$ cat src/rtl/xps_pkg.sv
package xps_pkg;

    typedef enum logic [2:0] {
        ST_IDLE = 3'd0,
        ST_RD   = 3'd1,
        ST_WR   = 3'd2,
        ST_ADJ  = 3'd3,
        ST_DISP = 3'd4
    } xps_state_e;

    typedef struct packed {
        logic mem_we;
        logic ks_step;
        logic show;
        logic rd_phase;
    } xps_strobe_t;

    function automatic xps_strobe_t decode_state(input xps_state_e st);
        xps_strobe_t s;
        s.mem_we   = (st == ST_WR);
        s.ks_step  = (st == ST_WR);
        s.rd_phase = (st == ST_RD);
        s.show     = (st == ST_IDLE) || (st == ST_ADJ) || (st == ST_DISP);
        return s;
    endfunction

endpackage

$ cat src/rtl/xps_cnt.sv
module xps_cnt #(
    parameter int ADDR_W = 16,
    parameter int PASS_W = 2
) (
    input  logic              clk,
    input  logic              rst,
    input  logic              clr,
    input  logic              inc,
    output logic [ADDR_W-1:0] pix,
    output logic [PASS_W-1:0] pass,
    output logic              pix_first,
    output logic              pix_last
);
    localparam int CNT_W = ADDR_W + PASS_W;

    logic [CNT_W-1:0] cnt_q;

    always_ff @(posedge clk) begin
        if (rst || clr) begin
            cnt_q <= '0;
        end else if (inc) begin
            cnt_q <= cnt_q + 1'b1;
        end
    end

    assign pix       = cnt_q[ADDR_W-1:0];
    assign pass      = cnt_q[CNT_W-1:ADDR_W];
    assign pix_first = (pix == '0);
    assign pix_last  = &pix;
endmodule

$ cat src/rtl/xps_ctrl.sv
module xps_ctrl
    import xps_pkg::*;
#(
    parameter int PASS_W = 2
) (
    input  logic              clk,
    input  logic              rst,
    input  logic              start,
    input  logic              enc_req,
    input  logic              init_state,
    input  logic [PASS_W-1:0] n_pass,
    input  logic [PASS_W-1:0] pass,
    input  logic              pix_last,
    output xps_state_e        state,
    output logic              img_enc,
    output logic              cnt_inc
);
    xps_state_e nxt;
    logic       done;

    assign done    = (pass == n_pass) && pix_last;
    assign cnt_inc = (state == ST_WR) && !done;

    always_comb begin
        nxt = state;
        unique case (state)
            ST_IDLE: if (start) nxt = (enc_req == img_enc) ? ST_DISP : ST_RD;
            ST_RD:   nxt = ST_WR;
            ST_WR:   nxt = done ? ST_ADJ : ST_RD;
            ST_ADJ:  nxt = ST_DISP;
            ST_DISP: if (enc_req != img_enc) nxt = ST_IDLE;
            default: nxt = ST_IDLE;
        endcase
    end

    always_ff @(posedge clk) begin
        if (rst) begin
            state   <= ST_IDLE;
            img_enc <= init_state;
        end else begin
            state <= nxt;
            if (state == ST_ADJ) begin
                img_enc <= !img_enc;
            end
        end
    end
endmodule

$ cat src/rtl/xps_dp.sv
module xps_dp
    import xps_pkg::*;
#(
    parameter int ADDR_W = 16,
    parameter int PIX_W  = 24
) (
    input  xps_state_e        state,
    input  logic [ADDR_W-1:0] pix,
    input  logic              pix_first,
    input  logic [ADDR_W-1:0] disp_addr,
    input  logic [PIX_W-1:0]  rd_pixel,
    input  logic [PIX_W-1:0]  ks_word,
    output logic [ADDR_W-1:0] mem_addr,
    output logic              mem_we,
    output logic [PIX_W-1:0]  wr_pixel,
    output logic              ks_init,
    output logic              ks_step,
    output logic              show_mode
);
    xps_strobe_t strb;

    assign strb      = decode_state(state);
    assign mem_we    = strb.mem_we;
    assign ks_step   = strb.ks_step;
    assign show_mode = strb.show;
    assign ks_init   = strb.rd_phase && pix_first;
    assign mem_addr  = strb.show ? disp_addr : pix;
    assign wr_pixel  = rd_pixel ^ ks_word;
endmodule

$ cat src/rtl/xor_pass_sequencer.sv
module xor_pass_sequencer
    import xps_pkg::*;
#(
    parameter int ADDR_W = 16,
    parameter int PASS_W = 2,
    parameter int PIX_W  = 24
) (
    input  logic              clk,
    input  logic              rst,
    input  logic              start,
    input  logic              enc_req,
    input  logic              init_state,
    input  logic [PASS_W-1:0] n_pass,
    input  logic [PIX_W-1:0]  rd_pixel,
    input  logic [PIX_W-1:0]  ks_word,
    input  logic [ADDR_W-1:0] disp_addr,
    output logic [ADDR_W-1:0] mem_addr,
    output logic              mem_we,
    output logic [PIX_W-1:0]  wr_pixel,
    output logic              ks_init,
    output logic              ks_step,
    output logic [PASS_W-1:0] pass_sel,
    output logic              show_mode,
    output logic              img_enc
);
    xps_state_e        state;
    logic [ADDR_W-1:0] pix;
    logic [PASS_W-1:0] pass;
    logic              pix_first;
    logic              pix_last;
    logic              cnt_inc;

    xps_cnt #(.ADDR_W(ADDR_W), .PASS_W(PASS_W)) u_cnt (
        .clk       (clk),
        .rst       (rst),
        .clr       (show_mode),
        .inc       (cnt_inc),
        .pix       (pix),
        .pass      (pass),
        .pix_first (pix_first),
        .pix_last  (pix_last)
    );

    xps_ctrl #(.PASS_W(PASS_W)) u_ctrl (
        .clk        (clk),
        .rst        (rst),
        .start      (start),
        .enc_req    (enc_req),
        .init_state (init_state),
        .n_pass     (n_pass),
        .pass       (pass),
        .pix_last   (pix_last),
        .state      (state),
        .img_enc    (img_enc),
        .cnt_inc    (cnt_inc)
    );

    xps_dp #(.ADDR_W(ADDR_W), .PIX_W(PIX_W)) u_dp (
        .state     (state),
        .pix       (pix),
        .pix_first (pix_first),
        .disp_addr (disp_addr),
        .rd_pixel  (rd_pixel),
        .ks_word   (ks_word),
        .mem_addr  (mem_addr),
        .mem_we    (mem_we),
        .wr_pixel  (wr_pixel),
        .ks_init   (ks_init),
        .ks_step   (ks_step),
        .show_mode (show_mode)
    );

    assign pass_sel = pass;
endmodule

$ cat config.mk
export PLATFORM = sky130hd
export DESIGN_NAME = xor_pass_sequencer
export DESIGN_NICKNAME = d
export VERILOG_FILES = /design/src/rtl/xps_pkg.sv /design/src/rtl/xps_cnt.sv /design/src/rtl/xps_ctrl.sv /design/src/rtl/xps_dp.sv /design/src/rtl/xor_pass_sequencer.sv
export SDC_FILE = /design/constraint.sdc
export NUM_CORES = 1
export LEC_CHECK = 0
export BUFFER_PORTS_ARGS = -buffer_cell sky130_fd_sc_hd__buf_2
export CELL_PAD_IN_SITES_DETAIL_PLACEMENT = 0
export CELL_PAD_IN_SITES_GLOBAL_PLACEMENT = 1
export CORE_MARGIN = 1
export CORE_UTILIZATION = 28
export DETAILED_ROUTE_END_ITERATION = 7
export GPL_TIMING_DRIVEN = 0
export PLACE_DENSITY = 0.85
export SYNTH_ARGS = -nofsm -noshare
export SYNTH_HDL_FRONTEND = slang
export SYNTH_SLANG_ARGS = --single-unit
$ cat constraint.sdc
create_clock -name clk -period 2.3 [get_ports clk]
set_input_delay 0.23 -clock clk [delete_from_list [all_inputs] [get_ports clk]]
set_output_delay 0.23 -clock clk [all_outputs]
set_load 0.02 [all_outputs]
======== After elaboration in Yosys (flattened, before gate mapping) ========
Index checks and enable logic that the tools add are counted.
cells by class
  add/subtract/negate cells ............... 1
  equality and inequality tests ........... 9
  mux-type cells .......................... 8
  bitwise logic cells ..................... 1
  reduce and logical (&&, ||, !) cells .... 13
operators by type and width
  kind                                                                    count
  24-bit XOR                                                              1
  18-bit by 1-bit adder with 18-bit output (second input constant)        1
  16-bit zero test                                                        1
  16-bit two-way mux                                                      1
  16-bit AND reduction                                                    1
  3-bit case mux with 5 select lines                                      1
  3-bit two-way mux                                                       3
  3-bit by 2-bit equality test with 1-bit output (second input constant)  2
  3-bit by 1-bit equality test with 1-bit output (second input constant)  1
  3-bit equality test (second input constant)                             1
  1-bit logical AND                                                       3
  3-bit zero test                                                         1
  1-bit logical OR                                                        3
  2-bit equality test                                                     1
  1-bit zero test                                                         2
  1-bit two-way mux                                                       2
  2-bit two-way mux                                                       1
  2-bit by 1-bit != test with 1-bit output (second input constant)        1
  2-bit != test (second input constant)                                   1
  2-bit AND reduction                                                     1
  2-bit nonzero test                                                      1
  1-bit equality test                                                     1
  1-bit != test                                                           1
storage, ports and cells
  flip-flop bits (word level) ............. 22
  output and inout bits ................... 47
  word-level logic and storage cells ...... 35

======== Longest topological paths before layout ========
  depth after elaboration ................. 4
  mapped depth ............................ 6
  mapped depth without buffers ............ 5

======== Modules after synthesis ========
Synthesis repeated with hierarchy kept, for this count alone.
unflattened totals
  cells, all modules ...................... 175
  area, all modules ....................... 1,591.5 um2
by module, submodules not included
  module    instances  cells an instance  area each (um2)
  xps_cnt   1          106                888.4
  xps_dp    1          46                 496.7
  xps_ctrl  1          23                 206.4

======== Worst setup path after synthesis ========
Ideal clock, no wire load.
  path type ............................... register to output
  start point ............................. reg u_ctrl.state[2]
  end point ............................... out mem_addr[0]
  arrival ................................. 1.893 ns
  data required time ...................... 2.070 ns
  slack ................................... 0.177 ns
  stages on the path, launching flop included .. 7
  path buffers ............................ 2
  path through ............................ dfxtp_1 > and3b_1 > clkbuf_1 > nor2_1 > buf_2 > inv_1 > o21ai_0
on the way
  longest elaborated chain between the ends .. 4
RTL lines
  what                                                                                      RTL line                  text
  start: declaration                                                                        xps_ctrl.sv:14            output xps_state_e state,
  start signal: assignment                                                                  xps_ctrl.sv:41            state <= nxt;
  3-bit by 2-bit equality test with 1-bit output / 3-bit zero test (equally long branches)  xps_pkg.sv:23             s.show = (st == ST_IDLE) || (st == ST_ADJ) || (st == ST_DISP);
  1-bit logical OR                                                                          xps_pkg.sv:23
  1-bit logical OR *                                                                        xps_pkg.sv:23
  via show_mode                                                                             xor_pass_sequencer.sv:23  output logic show_mode,
  16-bit two-way mux *                                                                      xps_dp.sv:27              assign mem_addr = strb.show ? disp_addr : pix;
  end: declaration                                                                          xor_pass_sequencer.sv:17  output logic [ADDR_W-1:0] mem_addr,
Mark *: on every way through the listed nets, which the timed path passes. The rest lies on a longest branch.

======== Final worst setup path ========
  start point ............................. reg u_ctrl.state[2]
  end point ............................... out mem_addr[6]
on the way
  longest elaborated chain between the ends .. 4
RTL lines
  what                                                                                      RTL line
  3-bit by 2-bit equality test with 1-bit output / 3-bit zero test (equally long branches)  xps_pkg.sv:23
  1-bit logical OR                                                                          xps_pkg.sv:23
  1-bit logical OR *                                                                        xps_pkg.sv:23
  16-bit two-way mux *                                                                      xps_dp.sv:27
Mark *: on every way between the ends. The rest lies on a longest branch, timed or not.

==> out/metrics.yaml <==
synth-seq-cells: 22
fill_cells: 628
ff2ff_path_depth: 5
num_vias: 1941
synthTopCellsByArea: "dfxtp_1, xor2_1, mux2_2"
worstHoldStart: "rst"
viasPerCell: 4.88
regArea_um2: 450
grt_setup_unrepaired: "no"
skew_ps: 2.07
min_to: "u_ctrl.state[2]$_SDFFE_PP0P_"
drive_gt1_share_pct: 46.4
crit_arrival_ps: 1880
place_inst: 393
relSlewSlack_pct: 46.8
multiInputGateArea_um2: 1200
final_net_count: 397
synth.net_count: 274
die_width_um: 80.0
p_leak_nw: 1.10
timing.rr.end: "u_ctrl.state[1]$_SDFFE_PP0P_"
cts_buffer_depth: 2
ios: 118
synth.top_cell.area_share_pct: 24.7
die_area_um2: 6390
whs_path_depth: 2
post-route-period-util_pct: 91.8
slew_violations: 0
ctsHoldBuffers: 0
status: "finished, final reports clean"
yosys.area.top_type: "dfxtp_1"
fp.dieH_um: 80.0
cts_tree: "built"
first_iter_violations: 69
grt_max_degree: 13
timing.final.ws_setup_ps: 188
dp_hpwl_um: 3720
syn2layout_area_growth_pct: 44.2
grt_overflow_total: 0
drcViolationCount: 0
worst_pin_slew_ps: 790
final_cell_count_no_fill: 398
cts-root-buf: "clkbuf_8"
rows: 28
synthFlopType: "dfxtp_1"
portBuffers: 117
post-place-ws_ps: -34.9
syn_area_um2: 1700
clk_latency_ps: 260
clock-sinks: 22
postRouteAntennaNets: 0
critPathMaxFanout: 10
r2r_slack_ps: 320
synthCells: 201
yosysSeqAreaShare_pct: 26.5
wl_um: 4730
coreArea_um2: 5890
post_drt_wl_per_cell_um: 11.9
peakVddDrop_uv: 244
antenna_found_initial: 0
hold_viol: 0
critical_path.endpoint_type: "output port"
initial_core_util_pct: 28.9
synth_cell_types: 43
post-route-min-period_ps: 2110
synth.avg_cell_area_um2: 8.47
path_class: "register to output port"
async_flop_share_pct: 0
grt_pass1_vias: 1552
p_per_area_nw_per_um2: 408
firstDrtPassIters: 4
yosys_warnings: 0
synth_edf_count: 1
grt_use_total_pct: 14.2
max-cap-violations: 0
clkTransAtPathRegs_ps: 80
gp_congestion: 0.886
cts_max_level: 1
hold_path.class: "input pin to register"
finalSetupViolCount: 0
fmax_ghz: 0.473
cts_buffers: 3
worstPathRequired_ps: 2070
startpoint_type: "register"
insertedDiodeCount: 0
r2r-start: "u_cnt.cnt_q[5]$_SDFFE_PP0P_"
grt_pass1_wl_um: 7070
worst max-delay path by stage:
stage / slack (ps) / end / cells past startpoint / from
2_1_floorplan: 180 / mem_addr[0] / 6 / u_ctrl.state[2]$_SDFFE_PP0P_
4_1_cts: 10 / mem_addr[14] / 6 / u_ctrl.state[2]$_SDFFE_PP0P_
3_5_place_dp: -30 / mem_addr[14] / 6 / u_ctrl.state[2]$_SDFFE_PP0P_
3_3_place_gp: -30 / mem_addr[5] / 6 / u_ctrl.state[2]$_SDFFE_PP0P_
5_1_grt: 50 / mem_addr[8] / 5 / u_ctrl.state[2]$_SDFFE_PP0P_
6_report: 190 / mem_addr[6] / 5 / u_ctrl.state[2]$_SDFFE_PP0P_
final cells by class:
class	count	area share (%)
well taps	75	3.82
multi-input cells	165	48.9
flip-flops and latches	22	18.4
clock buffers	4	1.84
repair buffers	119	24.5
inverters	6	1.12
plain buffers	7	1.53
per-layer routing:
| metal | share of wire [%] | vias to the layer above | GRT usage [%] |
|---|---|---|---|
| li1 | - | 987 | - |
| met1 | 44 | 873 | 17.5 |
| met2 | 49 | 75 | 24.8 |
| met3 | 6.4 | 6 | 3.54 |
| met4 | 0.85 | 0 | 3.04 |
| met5 | 0 | - | 0 |
cells in the mapped netlist, types with 5 or more instances:
| master | n |
|---|---|
| xor2_1 | 26 |
| inv_1 | 5 |
| mux2i_1 | 6 |
| mux2_2 | 13 |
| nor2_1 | 7 |
| dfxtp_1 | 21 |
| nand4_1 | 6 |
| nand3_1 | 5 |
| nand2_1 | 22 |
| nand2b_1 | 5 |
| a21oi_1 | 12 |
| o21ai_0 | 10 |
| nor4_1 | 7 |
logic make-up after synthesis:
family | Yosys count | share of synthesized area [%]
flip-flops | 22 | 26.5
AND/OR/NAND/NOR | 76 | 26.6
AO/OA/AOI/OAI | 41 | 15.5
multiplexers | 19 | 12.1
XOR/XNOR | 27 | 13.9
buffers and inverters | 14 | 3.90
adder cells (fa/ha/maj) | 2 | 1.47
registers in the layout (all words and copies together) (netlist names):
| name | cells |
|---|---|
| u_cnt.cnt_q | 18 |
| u_ctrl.state | 3 |
| u_ctrl.img_enc | 1 |
where the power goes:
part           leakage [nW]  internal (mW)  switching (mW)
registers             0.179          0.388         0.00462
clock network        0.0228          0.124           0.129
logic                 0.893          0.153           0.201
cells in the final DEF, fill, tap and decap left out, types with 2 or more instances in the layout:
| cell | synthesis | final |
|---|---|---|
| nand4_4 | 2 | 2 |
| or4_1 | 3 | 3 |
| a211oi_1 | 4 | 4 |
| o21ai_0 | 10 | 10 |
| or3_1 | 2 | 2 |
| a21oi_1 | 12 | 12 |
| nor2_1 | 7 | 6 |
| nand3_1 | 5 | 5 |
| mux2_2 | 13 | 13 |
| ha_1 | 2 | 2 |
| clkbuf_8 | 0 | 3 |
| nand2b_1 | 5 | 5 |
| nand2_1 | 22 | 22 |
| nor4_1 | 7 | 7 |
| and4_1 | 2 | 2 |
| dfxtp_1 | 21 | 21 |
| a2111o_1 | 2 | 2 |
| buf_4 | 1 | 4 |
| or2_2 | 2 | 2 |
| o21a_1 | 2 | 2 |
| clkbuf_1 | 3 | 3 |
| inv_1 | 5 | 5 |
| nand4_1 | 6 | 6 |
| o31ai_1 | 4 | 4 |
| a31oi_1 | 2 | 2 |
| xor2_1 | 26 | 26 |
| mux2i_1 | 6 | 6 |
| buf_2 | 4 | 120 |
| nor3_1 | 4 | 4 |
| o311ai_0 | 2 | 2 |
| o41ai_1 | 2 | 2 |
repair_timing:
| item | 4_1_cts | 5_1_grt |
|---|---|---|
| setup endpoints to repair | 17 | 13 |
| gates resized for setup | 3 | 1 |
| pin swaps | 1 | 1 |
| gates cloned | 0 | 0 |
| buffers inserted | 0 | 2 |
critical path, cell delays in order, from the launching register on:
cell and delay [ps]:
dfxtp_1 410, and3b_1 310, nor2_4 190, buf_4 210, mux2_2 340, buf_2 150
per-stage QoR:
step | hold WS, ps | utilization [%] | area (µm²) | TNS (ps) | total power, mW
2_1_floorplan | 302 | - | 1700 | 0 | 0.602
3_3_place_gp | 479 | 40.5 | 2380 | -198 | 0.748
3_5_place_dp | 493 | 40.5 | 2380 | -293 | 0.752
4_1_cts | 228 | 41.4 | 2440 | 0 | 1.01
5_1_grt | 262 | 41.7 | 2450 | 0 | 1.06
6_report | 249 | 41.7 | 2450 | 0 | 1.00
Power figures use the tool's default switching activity.
